==> config.mk <==
export PLATFORM = sky130hd
export DESIGN_NAME = decadj_unit
export DESIGN_NICKNAME = d
export VERILOG_FILES = /design/src/rtl/decadj_pkg.sv /design/src/rtl/decadj_unpacked.sv /design/src/rtl/decadj_packed.sv /design/src/rtl/decadj_muldiv.sv /design/src/rtl/decadj_unit.sv
export SDC_FILE = /design/constraint.sdc
export NUM_CORES = 1
export LEC_CHECK = 0
export BUFFER_PORTS_ARGS = -buffer_cell sky130_fd_sc_hd__buf_2
export CORE_MARGIN = 2
export CORE_UTILIZATION = 47
export DETAILED_ROUTE_END_ITERATION = 16
export PLACE_DENSITY = 0.74
export SYNTH_ARGS = -nofsm -noshare
export SYNTH_HDL_FRONTEND = slang
export SYNTH_HIERARCHICAL = 1
export SYNTH_SLANG_ARGS = --single-unit
==> constraint.sdc <==
create_clock -name clk -period 1.8 [get_ports clk]
set_clock_uncertainty 0.2 [all_clocks]
set_input_delay 0.18 -clock clk [delete_from_list [all_inputs] [get_ports clk]]
set_output_delay 0.18 -clock clk [all_outputs]
set_load 0.005 [all_outputs]
==> src/rtl/decadj_pkg.sv <==
package decadj_pkg;
  localparam int unsigned BYTE_W = 8;
  localparam int unsigned AX_W   = 2 * BYTE_W;
  localparam int unsigned NIB_W  = 4;
  localparam int unsigned OP_W   = 3;

  localparam logic [BYTE_W-1:0] DIGIT_MAX = BYTE_W'(9);
  localparam logic [BYTE_W-1:0] LO_FIX    = BYTE_W'(6);
  localparam logic [BYTE_W-1:0] HI_FIX    = BYTE_W'(8'h60);
  localparam logic [BYTE_W-1:0] HI_LIMIT  = BYTE_W'(8'h9F);

  typedef enum logic [OP_W-1:0] {
    OP_UNP_ADD   = 3'd0,
    OP_UNP_SUB   = 3'd1,
    OP_PK_ADD    = 3'd2,
    OP_PK_SUB    = 3'd3,
    OP_MUL_SPLIT = 3'd4,
    OP_DIV_FOLD  = 3'd5
  } op_e;

  typedef struct packed {
    logic [AX_W-1:0] ax;
    logic            cf;
    logic            af;
    logic            fault;
  } adj_res_t;
endpackage

==> src/rtl/decadj_unpacked.sv <==
module decadj_unpacked
  import decadj_pkg::*;
#(
  parameter bit SUBTRACT = 1'b0
) (
  input  logic [AX_W-1:0] ax_i,
  input  logic            af_i,
  output logic [AX_W-1:0] ax_o,
  output logic            flag_o
);
  logic [BYTE_W-1:0] lo_digit;
  logic              need_fix;
  logic [BYTE_W-1:0] ah_fixed;
  logic [BYTE_W-1:0] al_fixed;

  assign lo_digit = {{(BYTE_W-NIB_W){1'b0}}, ax_i[NIB_W-1:0]};
  assign need_fix = (lo_digit > DIGIT_MAX) || af_i;

  generate
    if (SUBTRACT) begin : g_sub
      assign al_fixed = ax_i[BYTE_W-1:0] - LO_FIX;
      assign ah_fixed = ax_i[AX_W-1:BYTE_W] - BYTE_W'(1);
    end else begin : g_add
      logic [AX_W-1:0] wide_sum;
      assign wide_sum = ax_i + {{BYTE_W{1'b0}}, LO_FIX};
      assign al_fixed = wide_sum[BYTE_W-1:0];
      assign ah_fixed = wide_sum[AX_W-1:BYTE_W] + BYTE_W'(1);
    end
  endgenerate

  always_comb begin
    if (need_fix) begin
      ax_o = {ah_fixed, {(BYTE_W-NIB_W){1'b0}}, al_fixed[NIB_W-1:0]};
    end else begin
      ax_o = {ax_i[AX_W-1:BYTE_W], {(BYTE_W-NIB_W){1'b0}}, ax_i[NIB_W-1:0]};
    end
    flag_o = need_fix;
  end
endmodule

==> src/rtl/decadj_packed.sv <==
module decadj_packed
  import decadj_pkg::*;
#(
  parameter bit SUBTRACT = 1'b0
) (
  input  logic [BYTE_W-1:0] al_i,
  input  logic              cf_i,
  input  logic              af_i,
  output logic [BYTE_W-1:0] al_o,
  output logic              cf_o,
  output logic              af_o
);
  logic [BYTE_W-1:0] lo_digit;
  logic              need_lo;
  logic              need_hi;
  logic [BYTE_W-1:0] al_mid;
  logic [BYTE_W-1:0] al_mid_fix;
  logic [BYTE_W-1:0] al_end_fix;

  assign lo_digit = {{(BYTE_W-NIB_W){1'b0}}, al_i[NIB_W-1:0]};
  assign need_lo  = (lo_digit > DIGIT_MAX) || af_i;

  generate
    if (SUBTRACT) begin : g_sub
      assign al_mid_fix = al_i - LO_FIX;
      assign al_end_fix = al_mid - HI_FIX;
    end else begin : g_add
      assign al_mid_fix = al_i + LO_FIX;
      assign al_end_fix = al_mid + HI_FIX;
    end
  endgenerate

  // step two examines the byte produced by step one
  assign al_mid  = need_lo ? al_mid_fix : al_i;
  assign need_hi = (al_mid > HI_LIMIT) || cf_i;

  assign al_o = need_hi ? al_end_fix : al_mid;
  assign af_o = need_lo ? 1'b1 : af_i;
  assign cf_o = need_hi ? 1'b1 : cf_i;
endmodule

==> src/rtl/decadj_muldiv.sv <==
module decadj_muldiv
  import decadj_pkg::*;
(
  input  logic [AX_W-1:0]   ax_i,
  input  logic [BYTE_W-1:0] base_i,
  output logic [AX_W-1:0]   split_ax_o,
  output logic [AX_W-1:0]   fold_ax_o,
  output logic              zero_base_o
);
  localparam int unsigned TRIAL_W = BYTE_W + 1;

  logic [BYTE_W-1:0] rem_chain [AX_W+1];
  logic [AX_W-1:0]   quotient;

  assign rem_chain[0] = '0;

  // restoring division, one quotient bit per stage, MSB first
  generate
    for (genvar s = 0; s < AX_W; s++) begin : g_stage
      logic [TRIAL_W-1:0] trial;
      logic [TRIAL_W-1:0] diff;
      logic               fits;
      assign trial = {rem_chain[s], ax_i[AX_W-1-s]};
      assign diff  = trial - {1'b0, base_i};
      assign fits  = (trial >= {1'b0, base_i});
      assign quotient[AX_W-1-s] = fits;
      assign rem_chain[s+1] = fits ? diff[BYTE_W-1:0] : trial[BYTE_W-1:0];
    end
  endgenerate

  assign split_ax_o  = {quotient[BYTE_W-1:0], rem_chain[AX_W]};
  assign zero_base_o = (base_i == '0);

  logic [AX_W-1:0]   product;
  logic [BYTE_W-1:0] folded;

  assign product   = AX_W'(ax_i[AX_W-1:BYTE_W]) * AX_W'(base_i);
  assign folded    = product[BYTE_W-1:0] + ax_i[BYTE_W-1:0];
  assign fold_ax_o = {{BYTE_W{1'b0}}, folded};
endmodule

==> src/rtl/decadj_unit.sv <==
module decadj_unit
  import decadj_pkg::*;
(
  input  logic              clk,
  input  logic              rst_n,
  input  logic              in_valid,
  output logic              in_ready,
  input  logic [OP_W-1:0]   in_op,
  input  logic [AX_W-1:0]   in_ax,
  input  logic              in_cf,
  input  logic              in_af,
  input  logic [BYTE_W-1:0] in_base,
  output logic              out_valid,
  input  logic              out_ready,
  output logic [AX_W-1:0]   out_ax,
  output logic              out_cf,
  output logic              out_af,
  output logic              out_fault
);
  logic [AX_W-1:0]   unp_add_ax, unp_sub_ax;
  logic              unp_add_flag, unp_sub_flag;
  logic [BYTE_W-1:0] pk_add_al, pk_sub_al;
  logic              pk_add_cf, pk_add_af, pk_sub_cf, pk_sub_af;
  logic [AX_W-1:0]   split_ax, fold_ax;
  logic              zero_base;
  adj_res_t          nxt;
  adj_res_t          held;
  logic              held_valid;
  logic              take;

  decadj_unpacked #(.SUBTRACT(1'b0)) u_unp_add (
    .ax_i(in_ax), .af_i(in_af), .ax_o(unp_add_ax), .flag_o(unp_add_flag));
  decadj_unpacked #(.SUBTRACT(1'b1)) u_unp_sub (
    .ax_i(in_ax), .af_i(in_af), .ax_o(unp_sub_ax), .flag_o(unp_sub_flag));

  decadj_packed #(.SUBTRACT(1'b0)) u_pk_add (
    .al_i(in_ax[BYTE_W-1:0]), .cf_i(in_cf), .af_i(in_af),
    .al_o(pk_add_al), .cf_o(pk_add_cf), .af_o(pk_add_af));
  decadj_packed #(.SUBTRACT(1'b1)) u_pk_sub (
    .al_i(in_ax[BYTE_W-1:0]), .cf_i(in_cf), .af_i(in_af),
    .al_o(pk_sub_al), .cf_o(pk_sub_cf), .af_o(pk_sub_af));

  decadj_muldiv u_muldiv (
    .ax_i(in_ax), .base_i(in_base),
    .split_ax_o(split_ax), .fold_ax_o(fold_ax), .zero_base_o(zero_base));

  always_comb begin
    nxt.ax    = in_ax;
    nxt.cf    = in_cf;
    nxt.af    = in_af;
    nxt.fault = 1'b0;
    case (in_op)
      OP_UNP_ADD: begin
        nxt.ax = unp_add_ax;
        nxt.cf = unp_add_flag;
        nxt.af = unp_add_flag;
      end
      OP_UNP_SUB: begin
        nxt.ax = unp_sub_ax;
        nxt.cf = unp_sub_flag;
        nxt.af = unp_sub_flag;
      end
      OP_PK_ADD: begin
        nxt.ax = {in_ax[AX_W-1:BYTE_W], pk_add_al};
        nxt.cf = pk_add_cf;
        nxt.af = pk_add_af;
      end
      OP_PK_SUB: begin
        nxt.ax = {in_ax[AX_W-1:BYTE_W], pk_sub_al};
        nxt.cf = pk_sub_cf;
        nxt.af = pk_sub_af;
      end
      OP_MUL_SPLIT: begin
        if (zero_base) nxt.fault = 1'b1;
        else           nxt.ax    = split_ax;
      end
      OP_DIV_FOLD: nxt.ax = fold_ax;
      default: ;
    endcase
  end

  assign in_ready = !held_valid || out_ready;
  assign take     = in_valid && in_ready;

  always_ff @(posedge clk or negedge rst_n) begin
    if (!rst_n) begin
      held_valid <= 1'b0;
      held       <= '0;
    end else begin
      if (take) begin
        held_valid <= 1'b1;
        held       <= nxt;
      end else if (out_ready) begin
        held_valid <= 1'b0;
      end
    end
  end

  assign out_valid = held_valid;
  assign out_ax    = held.ax;
  assign out_cf    = held.cf;
  assign out_af    = held.af;
  assign out_fault = held.fault;
endmodule

* Yosys cells after proc, flatten, opt, wreduce, memory -nomap -nowiden
Index checks and enable logic that the tools add are counted.
** Storage, ports and cells
- Register bits :: 20
** Operators by class
- $mul :: 1
- Reductions and logical operators :: 10
- Muxes and demuxes :: 32
- Equal/unequal tests :: 5
- Order comparisons :: 19
- Add/subtract/negate cells :: 24
** Operators with widths (count)
- 8-bit 2-to-1 mux :: 20
- 9-bit by 8-bit greater-or-equal comparator with 1-bit output :: 15
- 8-bit subtractor :: 15
- 16-bit case mux with 6 select lines :: 1
- 16-bit 2-to-1 mux :: 3
- 16-bit by 3-bit adder with 16-bit output, second input constant :: 1
- 8-bit > comparator, second input constant :: 2
- 8-bit by 1-bit adder with 8-bit output, second input constant :: 1
- 8-bit by 3-bit adder with 8-bit output, second input constant :: 1
- 8-bit by 7-bit adder with 8-bit output, second input constant :: 1
- 8-bit adder :: 1
- 1-bit by 8-bit greater-or-equal comparator with 1-bit output :: 1
- 8-bit logical NOT :: 1
- 8-bit by 8-bit multiplier with 8-bit output :: 1
- 1-bit by 8-bit subtractor with 8-bit output :: 1
- 8-bit by 1-bit subtractor with 8-bit output, second input constant :: 1
- 8-bit by 3-bit subtractor with 8-bit output, second input constant :: 1
- 8-bit by 7-bit subtractor with 8-bit output, second input constant :: 1
- 1-bit 2-to-1 mux :: 7
- 3-bit by 2-bit == test with 1-bit output, second input constant :: 2
- 3-bit == test, second input constant :: 2
- 2-bit case mux with 3 select lines :: 1
- 4-bit > comparator, second input constant :: 1
- 1-bit logical OR :: 4
- 6 further kinds :: 6

* Logic depth before layout (Yosys ltp)
Gate-level depths: netlist (run 1).
- Depth after elaboration :: 34
- Depth in mapped cells :: 194
- Mapped depth without buffers :: 182

* Cells and area by module
The synthesis (run 1) kept the hierarchy.
** By module, submodules not included
- decadj_muldiv :: sequential area each 0.0 µm², cells each 1120, area an instance 8488.1 µm², times used 1
- decadj_unit :: sequential area each 500.5 µm², cells each 192, area an instance 1705.4 µm², times used 1
- decadj_unpacked (u_unp_add) :: sequential area each 0.0 µm², cells each 83, area an instance 548.0 µm², times used 1
- decadj_packed (u_pk_add) :: sequential area each 0.0 µm², cells each 57, area an instance 380.4 µm², times used 1
- decadj_packed (u_pk_sub) :: sequential area each 0.0 µm², cells each 39, area an instance 289.0 µm², times used 1
- decadj_unpacked (u_unp_sub) :: sequential area each 0.0 µm², cells each 39, area an instance 279.0 µm², times used 1

* Worst setup path before layout (run 1)
Ideal clock, no wire load.
- Path type :: input to register
- From :: in in_base[1]
- To :: reg held (netlist bit out_ax[4])
- Stages on the path :: 186
- Buffers on the path :: 15
- Path slack :: -35.645 ns
- Data required time :: 1.473 ns
- Arrival :: 37.118 ns
- Cell sequence :: clkbuf_1 > inv_1 > ha_1 > clkbuf_1 > o211ai_1 > nor2_1 > a21oi_1 > inv_1 > ha_1 > nor3b_1 > a2111oi_2 > a211o_1 > and4_1 > buf_6 > mux2i_1 > ha_1 > nor2b_1 > o31a_1 > [150 not listed] > a21oi_1 > ha_1 > a21o_1 > a21o_1 > a21o_1 > a21o_1 > a21o_1 > a21oi_1 > o21ai_0 > a21oi_1 > o21ai_0 > a211o_1 > buf_6 > a221o_1 > mux2_2 > a221o_1 > a21oi_1 > o21ai_0
** On the way
- Longest elaborated chain between the ends :: 34
- Elaborated cells on any way between the ends :: 53
- Those cells by class :: add/sub: 17; mul: 1; order compare: 16; mux: 18; reduce/logical: 1
** Ends and longest elaborated chain
- start: declaration :: line decadj_unit.sv:12 : input logic [BYTE_W-1:0] in_base,
- 1-bit by 8-bit subtractor with 8-bit output / 1-bit by 8-bit greater-or-equal comparator with 1-bit output (equally long branches) :: line decadj_muldiv.sv:24, decadj_muldiv.sv:25
- 8-bit 2-to-1 mux :: line decadj_muldiv.sv:27 : assign rem_chain[s+1] = fits ? diff[BYTE_W-1:0] : trial[BYTE_W-1:0];
- 8-bit subtractor / 9-bit by 8-bit greater-or-equal comparator with 1-bit output (equally long branches) :: line decadj_muldiv.sv:24, decadj_muldiv.sv:25
- 8-bit 2-to-1 mux :: line decadj_muldiv.sv:27
- 8-bit subtractor / 9-bit by 8-bit greater-or-equal comparator with 1-bit output (equally long branches) :: line decadj_muldiv.sv:24, decadj_muldiv.sv:25
- 8-bit 2-to-1 mux :: line decadj_muldiv.sv:27
- 8-bit subtractor / 9-bit by 8-bit greater-or-equal comparator with 1-bit output (equally long branches) :: line decadj_muldiv.sv:24, decadj_muldiv.sv:25
- 8-bit 2-to-1 mux :: line decadj_muldiv.sv:27
- [9 not listed]
- named net u_muldiv.g_stage[8].fits :: line decadj_muldiv.sv:22 : logic fits;
- [2 not listed]
- named net u_muldiv.g_stage[9].fits :: line decadj_muldiv.sv:22
- [8 not listed]
- named net u_muldiv.g_stage[13].fits :: line decadj_muldiv.sv:22
- [2 not listed]
- named net u_muldiv.g_stage[14].fits :: line decadj_muldiv.sv:22
- 8-bit 2-to-1 mux (*) :: line decadj_muldiv.sv:27
- 9-bit by 8-bit greater-or-equal comparator with 1-bit output (*) :: line decadj_muldiv.sv:25 : assign fits = (trial >= {1'b0, base_i});
- named net u_muldiv.g_stage[15].fits :: line decadj_muldiv.sv:22
- 8-bit 2-to-1 mux (*) :: line decadj_muldiv.sv:27
- named net split_ax[4] :: line decadj_unit.sv:24 : logic [AX_W-1:0] split_ax, fold_ax;
- 16-bit 2-to-1 mux (*) :: line decadj_unit.sv:74 : if (zero_base) nxt.fault = 1'b1;
- 16-bit case mux with 6 select lines (*) :: line decadj_unit.sv:52 : case (in_op)
- end signal: assignment :: line decadj_unit.sv:92 : held <= nxt;
- end: declaration :: line decadj_unit.sv:27 : adj_res_t held;
Mark *: on every way through the listed nets, which the timed path passes. The rest lies on a longest branch.
A chain may end at the register's enable or synchronous reset.

* Final worst setup path (run 1)
- From :: in in_base[4]
- To :: reg held (netlist bit out_ax[3])
** On the way
- Longest elaborated chain between the ends :: 34
- Elaborated cells on any way between the ends :: 51
- Those cells by class :: add/sub: 16; order compare: 16; mux: 18; reduce/logical: 1
** Ends and longest elaborated chain (line)
- 1-bit by 8-bit subtractor with 8-bit output / 1-bit by 8-bit greater-or-equal comparator with 1-bit output (equally long branches) :: decadj_muldiv.sv:24, decadj_muldiv.sv:25
- 8-bit 2-to-1 mux :: decadj_muldiv.sv:27
- 8-bit subtractor / 9-bit by 8-bit greater-or-equal comparator with 1-bit output (equally long branches) :: decadj_muldiv.sv:24, decadj_muldiv.sv:25
- 8-bit 2-to-1 mux :: decadj_muldiv.sv:27
- 8-bit subtractor / 9-bit by 8-bit greater-or-equal comparator with 1-bit output (equally long branches) :: decadj_muldiv.sv:24, decadj_muldiv.sv:25
- 8-bit 2-to-1 mux :: decadj_muldiv.sv:27
- 8-bit subtractor / 9-bit by 8-bit greater-or-equal comparator with 1-bit output (equally long branches) :: decadj_muldiv.sv:24, decadj_muldiv.sv:25
- 8-bit 2-to-1 mux :: decadj_muldiv.sv:27
- [9 not listed]
- named net split_ax[15] :: decadj_unit.sv:24
- [4 not listed]
- named net split_ax[13] :: decadj_unit.sv:24
- [2 not listed]
- named net split_ax[12] :: decadj_unit.sv:24
- [4 not listed]
- named net split_ax[10] :: decadj_unit.sv:24
- [2 not listed]
- named net split_ax[9] :: decadj_unit.sv:24
- 8-bit 2-to-1 mux (*) :: decadj_muldiv.sv:27
- 9-bit by 8-bit greater-or-equal comparator with 1-bit output (*) :: decadj_muldiv.sv:25
- named net split_ax[8] :: decadj_unit.sv:24
- 8-bit 2-to-1 mux (*) :: decadj_muldiv.sv:27
- named net split_ax[3] :: decadj_unit.sv:24
- 16-bit 2-to-1 mux (*) :: decadj_unit.sv:74
- 16-bit case mux with 6 select lines (*) :: decadj_unit.sv:52
Marked as above.

==> results of run 1 <==
[sequential cells by signal, indices dropped and copies added (netlist names)]
| name | count |
|---|---|
| out_ax | 16 |
| out_af | 1 |
| out_cf | 1 |
| out_fault | 1 |
| out_valid | 1 |
[final cells by class]
type / instances / share of cell area [%]
clock buffer: 3 / 0.3937
tap: 324 / 2.126
clock inverter: 1 / 0.1575
multi-input combinational: 1307 / 61.59
sequential: 20 / 2.625
inverter: 144 / 2.927
timing repair buffer: 755 / 30.18
[final timing paths]
| check | start | endpoint | depth (start not counted) |
|---|---|---|---|
| setup / recovery | in_base[4] | out_ax[3]$_DFFE_PN0P_ | 174 |
| hold / removal | out_ready | out_valid$_DFFE_PN0P_ | 3 |
| setup reg to reg | out_valid$_DFFE_PN0P_ | out_ax[3]$_DFFE_PN0P_ | 4 |
| hold reg to reg | out_fault$_DFFE_PN0P_ | out_fault$_DFFE_PN0P_ | 2 |
| max in group asynchronous | rst_n | out_ax[5]$_DFFE_PN0P_ | 2 |
| min in group asynchronous | rst_n | out_ax[1]$_DFFE_PN0P_ | 2 |
[repair_timing]
item | CTS | global route
hold buffers | 2 | 0
setup endpoints to repair | 19 | 19
resized for setup | 123 | 134
pin swaps | 98 | 101
hold endpoints to repair | 21 | 0
setup buffers | 123 | 51
cloned | 0 | 1
[placed cells by master (no fill, tap or decap), types with 30 or more instances in the layout]
master / Yosys / layout
fa_1: 33 / 33
a21o_1: 44 / 43
buf_2: 13 / 50
a21oi_1: 112 / 73
mux2_2: 43 / 34
o21ai_0: 77 / 41
xnor2_1: 77 / 76
a21oi_2: 1 / 31
ha_1: 154 / 118
o21ai_1: 8 / 30
inv_1: 133 / 124
xor2_1: 49 / 49
nor2_1: 95 / 83
mux2i_1: 50 / 35
buf_4: 32 / 666
ha_4: 0 / 36
nand2_1: 127 / 120
[stage by stage]
| step | instances | hold slack [ns] |
|---|---|---|
| after floorplan | 1543 | -0.3156 |
| after global placement | 2374 | -0.06150 |
| after detailed placement | 2374 | -0.05782 |
| after CTS | 2503 | 0.08669 |
| after global routing | 2554 | 0.1369 |
| final | 2554 | 0.1184 |
[synth_stat cells (12+ instances only)]
master	count	area [µm²]
o21a_1	12	90.09
nor2_1	95	356.6
nand4_1	17	106.4
ha_1	154	1927
buf_4	32	240.2
and2_1	15	93.84
mux2_2	43	484.2
fa_1	33	660.6
xor2_1	49	429.2
o21ai_0	77	385.4
nand2_1	127	476.7
nand2b_1	27	168.9
nor2b_1	26	162.7
a221o_1	19	190.2
a21o_1	44	330.3
dfrtp_1	20	500.5
mux2i_1	50	500.5
a21oi_1	112	560.5
xnor2_1	77	674.4
clkbuf_1	16	60.06
inv_1	133	499.2
nand3_1	29	145.1
buf_2	13	65.06
o21bai_1	21	157.7
nor3_1	27	135.1
[critical path, delay by kind of cell]
kind,cells,cell delay [ns]
AOI/OAI and AO/OA,94,18.12
xor gates and xnor gates,1,0.24
adders and majority gates,15,4.30
buffers and inverters,22,3.08
muxes,12,2.82
and+or+nand+nor,30,5.87
[cell families after synthesis]
group	Yosys count	synth area share, %
other	3	0.09632
DFF	20	4.281
buffers and inverters	216	8.745
adders and majority gates	187	22.13
muxes	101	9.569
xor gates and xnor gates	127	9.676
and+or+nand+nor	436	19.16
AOI/OAI and AO/OA	440	26.34
[metal layers]
| layer | vias to the layer above | GRT usage, % | share of wire (%) |
|---|---|---|---|
| met1 | 7799 | 43.34 | 34 |
| met5 | - | 0 | 0.018 |
| met2 | 1446 | 66.49 | 44 |
| met4 | 2 | 24.14 | 11 |
| li1 | 6918 | - | - |
| met3 | 612 | 5.873 | 11 |
==> flow_metrics.env, run 1 <==
export IMPL_status="finished with violations"
export IMPL_violations="setup timing"
export IMPL_antenna_found_initial=1
export IMPL_die_x_um=161.7
export IMPL_ys_seq_area_share_pct=4.281
export IMPL_numCtsBuffers=3
export IMPL_portBuffers=53
export IMPL_fmax_mhz=28.78
export IMPL_final_antenna_net_count=0
export IMPL_synth_edf_count=0
export IMPL_required_ns=1.73
export IMPL_worst_path_largest_cell_delay_ns=0.58
export IMPL_finalSetupViolCount=18
export IMPL_wl_um=60780
export IMPL_clk_pin_slew_ns=0.06
export IMPL_relSlewSlack_pct=44.55
export IMPL_num_rows=57
export IMPL_clkSinkCount=20
export IMPL_core_area_um2=24390
export IMPL_timing_critical_path_from_type="input port"
export IMPL_rsz0062_at_grt="true"
export IMPL_cp_common_cell="a21o_1"
export IMPL_path_max_fanout=8
export IMPL_avgSynthCellArea_um2=7.640
export IMPL_drt_initial_drc_count=2115
export IMPL_tns_ns=-462.14
export IMPL_synth_flop_cell="dfrtp_1"
export IMPL_ys_ff_latch=20
export IMPL_die_y_um=161.7
export IMPL_insertedDiodeCount=0
export IMPL_die_area_um2=26150
export IMPL_finalHoldViolCount=0
export IMPL_io_pins=54
export IMPL_grt_use_total_pct=38.01
export IMPL_hold_class="input port to register"
export IMPL_max_cap_viol_count=0
export IMPL_clk_path_buf_depth=2
export IMPL_fin_util_pct=78.18
export IMPL_fin_area_um2=19070
export IMPL_cp_data_arrival_time_ns=34.68
export IMPL_ys_warn_count=6
export IMPL_setup_ws_ns=-32.95
export IMPL_wl_per_cell_um=23.80
export IMPL_worst_slew_pin_slew_ns=0.8318
export IMPL_crit_path_end_kind="register"
export IMPL_vias_per_cell=6.569
export IMPL_multi_input_area_um2=11740
export IMPL_fill_cells=1428
export IMPL_drive_above_1_share_pct=47.49
export IMPL_initial_core_util_pct=47.93
export IMPL_fin_crit_sh_pct=1931
export IMPL_period_minus_slack_ns=34.75
export IMPL_cts_tree="done"
export IMPL_grt_overflow=0
export IMPL_seq_area_um2=500.5
export IMPL_place_hpwl_um=34620
export IMPL_grt_pass1_wl_um=80900
export IMPL_r2r_slack_ns=0.06
export IMPL_firstDrtPassIters=6
export IMPL_h_tree_depth=1
export IMPL_synthArstFlopShare_pct=100.0
export IMPL_synth_cells=1530
export IMPL_fin_nets=2451
export IMPL_grt_pass1_vias=16150
export IMPL_drc=0
export IMPL_placed_cell_area_um2=16330
export IMPL_post_place_ws_ns=-31.80
export IMPL_synth_cell_type_count=107
export IMPL_synthToLayoutAreaGrowth_pct=63.12
export IMPL_insertion_delay_ns=0.25
export IMPL_slew_viol_final=0
export IMPL_root_buffer="clkbuf_16"
export IMPL_netlist_area_um2=11690
export IMPL_cpMaxStageDelayCell="or4_4"
export IMPL_gp_congestion=0.9688
export IMPL_vias=16780
export IMPL_grt_max_degree=28
export IMPL_setup_worst_path_class="input port to register"
Power of run 1 is not shown: default switching activity piles up to over one toggle a cycle in this logic, so the estimate is an artifact.
==> run 2: changes to the inputs <==
- CORE_ASPECT_RATIO: default -> 1.4
- CORE_UTILIZATION: 47 -> 49
- PLACE_DENSITY: 0.74 -> 0.76
==> run 2 against run 1 <==
The flow now stops in global routing (5_1_grt). Synthesized cell count stayed put. Area after synthesis stayed put.
==> flow_metrics.env, run 2 <==
export IMPL_status="aborted with a tool error"
export IMPL_stop_stage="global routing (5_1_grt)"
export IMPL_error="[ERROR GRT-0232] Routing congestion too high. Check the congestion heatmap in the GUI."
export IMPL_ys_seq_area_share_pct=4.281
export IMPL_ys_ff_latch=20
export IMPL_numCtsBuffers=3
export IMPL_synth_top_area_share_pct=16.48
export IMPL_root_buffer="clkbuf_16"
export IMPL_gp_congestion=1.010
export IMPL_synth_edf_count=0
export IMPL_avgSynthCellArea_um2=7.640
export IMPL_grt_overflow=3
export IMPL_ys_warn_count=6
export IMPL_yosysTopAreaCell="ha_1"
export IMPL_synth_cells=1530
export IMPL_synth_flop_cell="dfrtp_1"
export IMPL_synthTopCellsByArea="ha_1, xnor2_1, fa_1, a21oi_1, dfrtp_1"
export IMPL_portBuffers=53
export IMPL_worst_endpoint_kind="sequential cell input"
export IMPL_placed_cell_area_um2=16360
export IMPL_io_pins=54
export IMPL_yosysMostFrequentCell="ha_1"
export IMPL_synth_common_cells="ha_1, inv_1, nand2_1"
export IMPL_dp_cells=2359
export IMPL_die_y_um=186.8
export IMPL_place_hpwl_um=36010
export IMPL_clkSinkCount=20
export IMPL_grt_use_total_pct=56.44
export IMPL_synthArstFlopShare_pct=100.0
export IMPL_num_rows=66
export IMPL_synth_cell_type_count=107
export IMPL_netlist_area_um2=11690
export IMPL_grt_max_degree=28
export IMPL_die_x_um=134.5
export IMPL_clk_path_buf_depth=2
export IMPL_h_tree_depth=1
export IMPL_worst_endpoint="out_ax[4]$_DFFE_PN0P_/D"
export IMPL_initial_core_util_pct=50.02
[run 2: cell counts after synthesis]
No cell type changed its count.
[run 2: kinds of logic after synthesis]
logic type                 count (synthesis)  share of synthesized area (%)
DFF                                       20                          4.281
buffers and inverters                    216                          8.745
AOI/OAI and AO/OA                        440                          26.34
adders and majority gates                187                          22.13
and+or+nand+nor                          436                          19.16
other                                      3                        0.09632
xor gates and xnor gates                 127                          9.676
muxes                                    101                          9.569
[run 2: stage by stage]
step                hold slack [ns]  setup WS, ns
floorplan                   -0.3156        -32.15
global placement           -0.04911        -30.92
detailed placement         -0.03934        -32.30
CTS                         0.06599        -30.29
[run 2: timing repair]
item | CTS
endpoints found under the hold margin | 21
gates resized for setup | 142
buffers inserted | 145
pin swaps | 139
hold buffers | 2
setup endpoints to repair | 19
[run 2: routing by layer]
metal	overflow	track usage (%)
met1	0	53.50
met4	1	59.31
met3	0	31.00
met2	2	82.40
met5	0	0.5952
==> run 3: changes to the inputs <==
- CORE_ASPECT_RATIO: 1.4 -> default
- CORE_UTILIZATION: 49 -> 34
- PLACE_DENSITY: 0.76 -> default
- PLACE_DENSITY_LB_ADDON: default -> 0.15
==> run 3 against run 2 <==
The flow now finishes, with violations (setup timing).
==> flow_metrics.env, run 3 (same netlist as run 1, synthesis figures left out) <==
export IMPL_slew_viol_final=0
export IMPL_die_x_um=189.4
export IMPL_fill_cells=2991
export IMPL_rr_endpoint="out_ax[10]$_DFFE_PN0P_"
export IMPL_die_area_um2=35880
export IMPL_core_area_um2=33700
export IMPL_worst_path_largest_cell_delay_ns=0.39
export IMPL_h_tree_depth=1
export IMPL_grt_pass1_wl_um=75630
export IMPL_grt_max_degree=28
export IMPL_clk_pin_slew_ns=0.05
export IMPL_firstDrtPassIters=6
export IMPL_finalHoldViolCount=0
export IMPL_path_max_fanout=8
export IMPL_status="finished with violations"
export IMPL_final_antenna_net_count=0
export IMPL_insertedDiodeCount=0
export IMPL_wl_um=49040
export IMPL_violations="setup timing"
export IMPL_cp_common_cell="buf_4"
export IMPL_clk_path_buf_depth=2
export IMPL_setup_ws_ns=-30.50
export IMPL_tns_ns=-425.37
export IMPL_period_minus_slack_ns=32.30
export IMPL_root_buffer="clkbuf_16"
export IMPL_antenna_found_initial=1
export IMPL_cts_tree="done"
export IMPL_timing_critical_path_from_type="input port"
export IMPL_multi_input_area_um2=11680
export IMPL_insertion_delay_ns=0.25
export IMPL_rsz0062_at_grt="true"
export IMPL_max_cap_viol_count=0
export IMPL_rr_startpoint="out_valid$_DFFE_PN0P_"
export IMPL_hold_class="input port to register"
export IMPL_worst_slew_pin_slew_ns=0.7190
export IMPL_layout_commonest_cell="buf_4"
export IMPL_largest_register_ffs=16
export IMPL_drt_initial_drc_count=1051
export IMPL_finalSetupViolCount=18
export IMPL_wl_per_cell_um=17.83
export IMPL_fin_area_um2=19690
export IMPL_synthToLayoutAreaGrowth_pct=68.39
export IMPL_min_to="out_valid$_DFFE_PN0P_"
export IMPL_grt_pass1_vias=14480
export IMPL_drive_above_1_share_pct=49.22
export IMPL_initial_core_util_pct=34.69
export IMPL_layout_common_cells="buf_4, inv_1, nand2_1"
export IMPL_portBuffers=53
export IMPL_grt_overflow=0
export IMPL_fin_util_pct=58.41
export IMPL_cp_data_arrival_time_ns=32.23
export IMPL_r2r_cells=4
export IMPL_seq_area_um2=500.5
export IMPL_r2r_slack_ns=0.29
export IMPL_relSlewSlack_pct=52.06
export IMPL_fin_crit_sh_pct=1794
export IMPL_fmax_mhz=30.96
export IMPL_num_rows=67
export IMPL_post_place_ws_ns=-31.48
export IMPL_cpMaxStageDelayCell="or3_1"
export IMPL_fin_nets=2524
export IMPL_numCtsBuffers=3
export IMPL_vias=14510
export IMPL_clkSinkCount=20
export IMPL_gp_congestion=0.9239
export IMPL_setup_worst_path_class="input port to register"
export IMPL_crit_path_end_kind="register"
export IMPL_vias_per_cell=5.275
export IMPL_place_hpwl_um=36340
export IMPL_required_ns=1.73
export IMPL_min_from="out_ready"
export IMPL_drc=0
export IMPL_min_path_cells=3
export IMPL_die_y_um=189.4
export IMPL_grt_use_total_pct=26.16
export IMPL_placed_cell_area_um2=16590
export IMPL_io_pins=54
run 3: area by class of cell:
type	count	share of cell area (%)
multi-input combinational	1307	59.32
tap	448	2.848
inverter	144	2.822
sequential	20	2.542
timing repair buffer	828	32.09
clock buffer	3	0.3814
run 3: worst max-delay path by stage:
stage                     depth (start not counted)  startpoint                     to  slack [ns]
final                                           198  in_base[0]  out_ax[4]$_DFFE_PN0P_      -30.50
after floorplan                                 189  in_base[1]  out_ax[6]$_DFFE_PN0P_      -32.15
after global placement                          174  in_base[0]  out_ax[4]$_DFFE_PN0P_      -30.60
after global routing                            178  in_base[0]  out_ax[4]$_DFFE_PN0P_      -31.91
after detailed placement                        175  in_base[0]  out_ax[4]$_DFFE_PN0P_      -31.48
after CTS                                       179  in_base[0]  out_ax[6]$_DFFE_PN0P_      -30.04
run 3: repair_timing:
item | CTS | global route
hold buffers | 2 | 0
buffers inserted | 195 | 43
endpoints found under the hold margin | 21 | 0
pin swaps | 122 | 117
resized for setup | 132 | 121
setup endpoints to repair | 19 | 19
run 3: through the flow:
step,instances,hold WS [ns]
2_1_floorplan,1543,-0.3156
3_3_place_gp,2512,-0.05220
3_5_place_dp,2512,-0.04441
4_1_cts,2711,0.05699
5_1_grt,2750,0.09707
6_report,2750,0.05545
run 3: critical path, delay by kind of cell:
kind / cells / cell delay [ns]
compound gates: 86 / 14.17
xor+xnor: 1 / 0.13
fa+ha+maj: 15 / 3.69
buf+inv: 62 / 7.77
mux: 10 / 2.86
simple gates: 24 / 3.37
run 3: metal layers:
layer / share of wire (%) / track usage (%)
met3: 5.4 / 2.780
met2: 47 / 45.38
met5: 0.020 / 0
met4: 2.8 / 7.275
met1: 45 / 34.30
Power of run 3 is left out for the same reason.
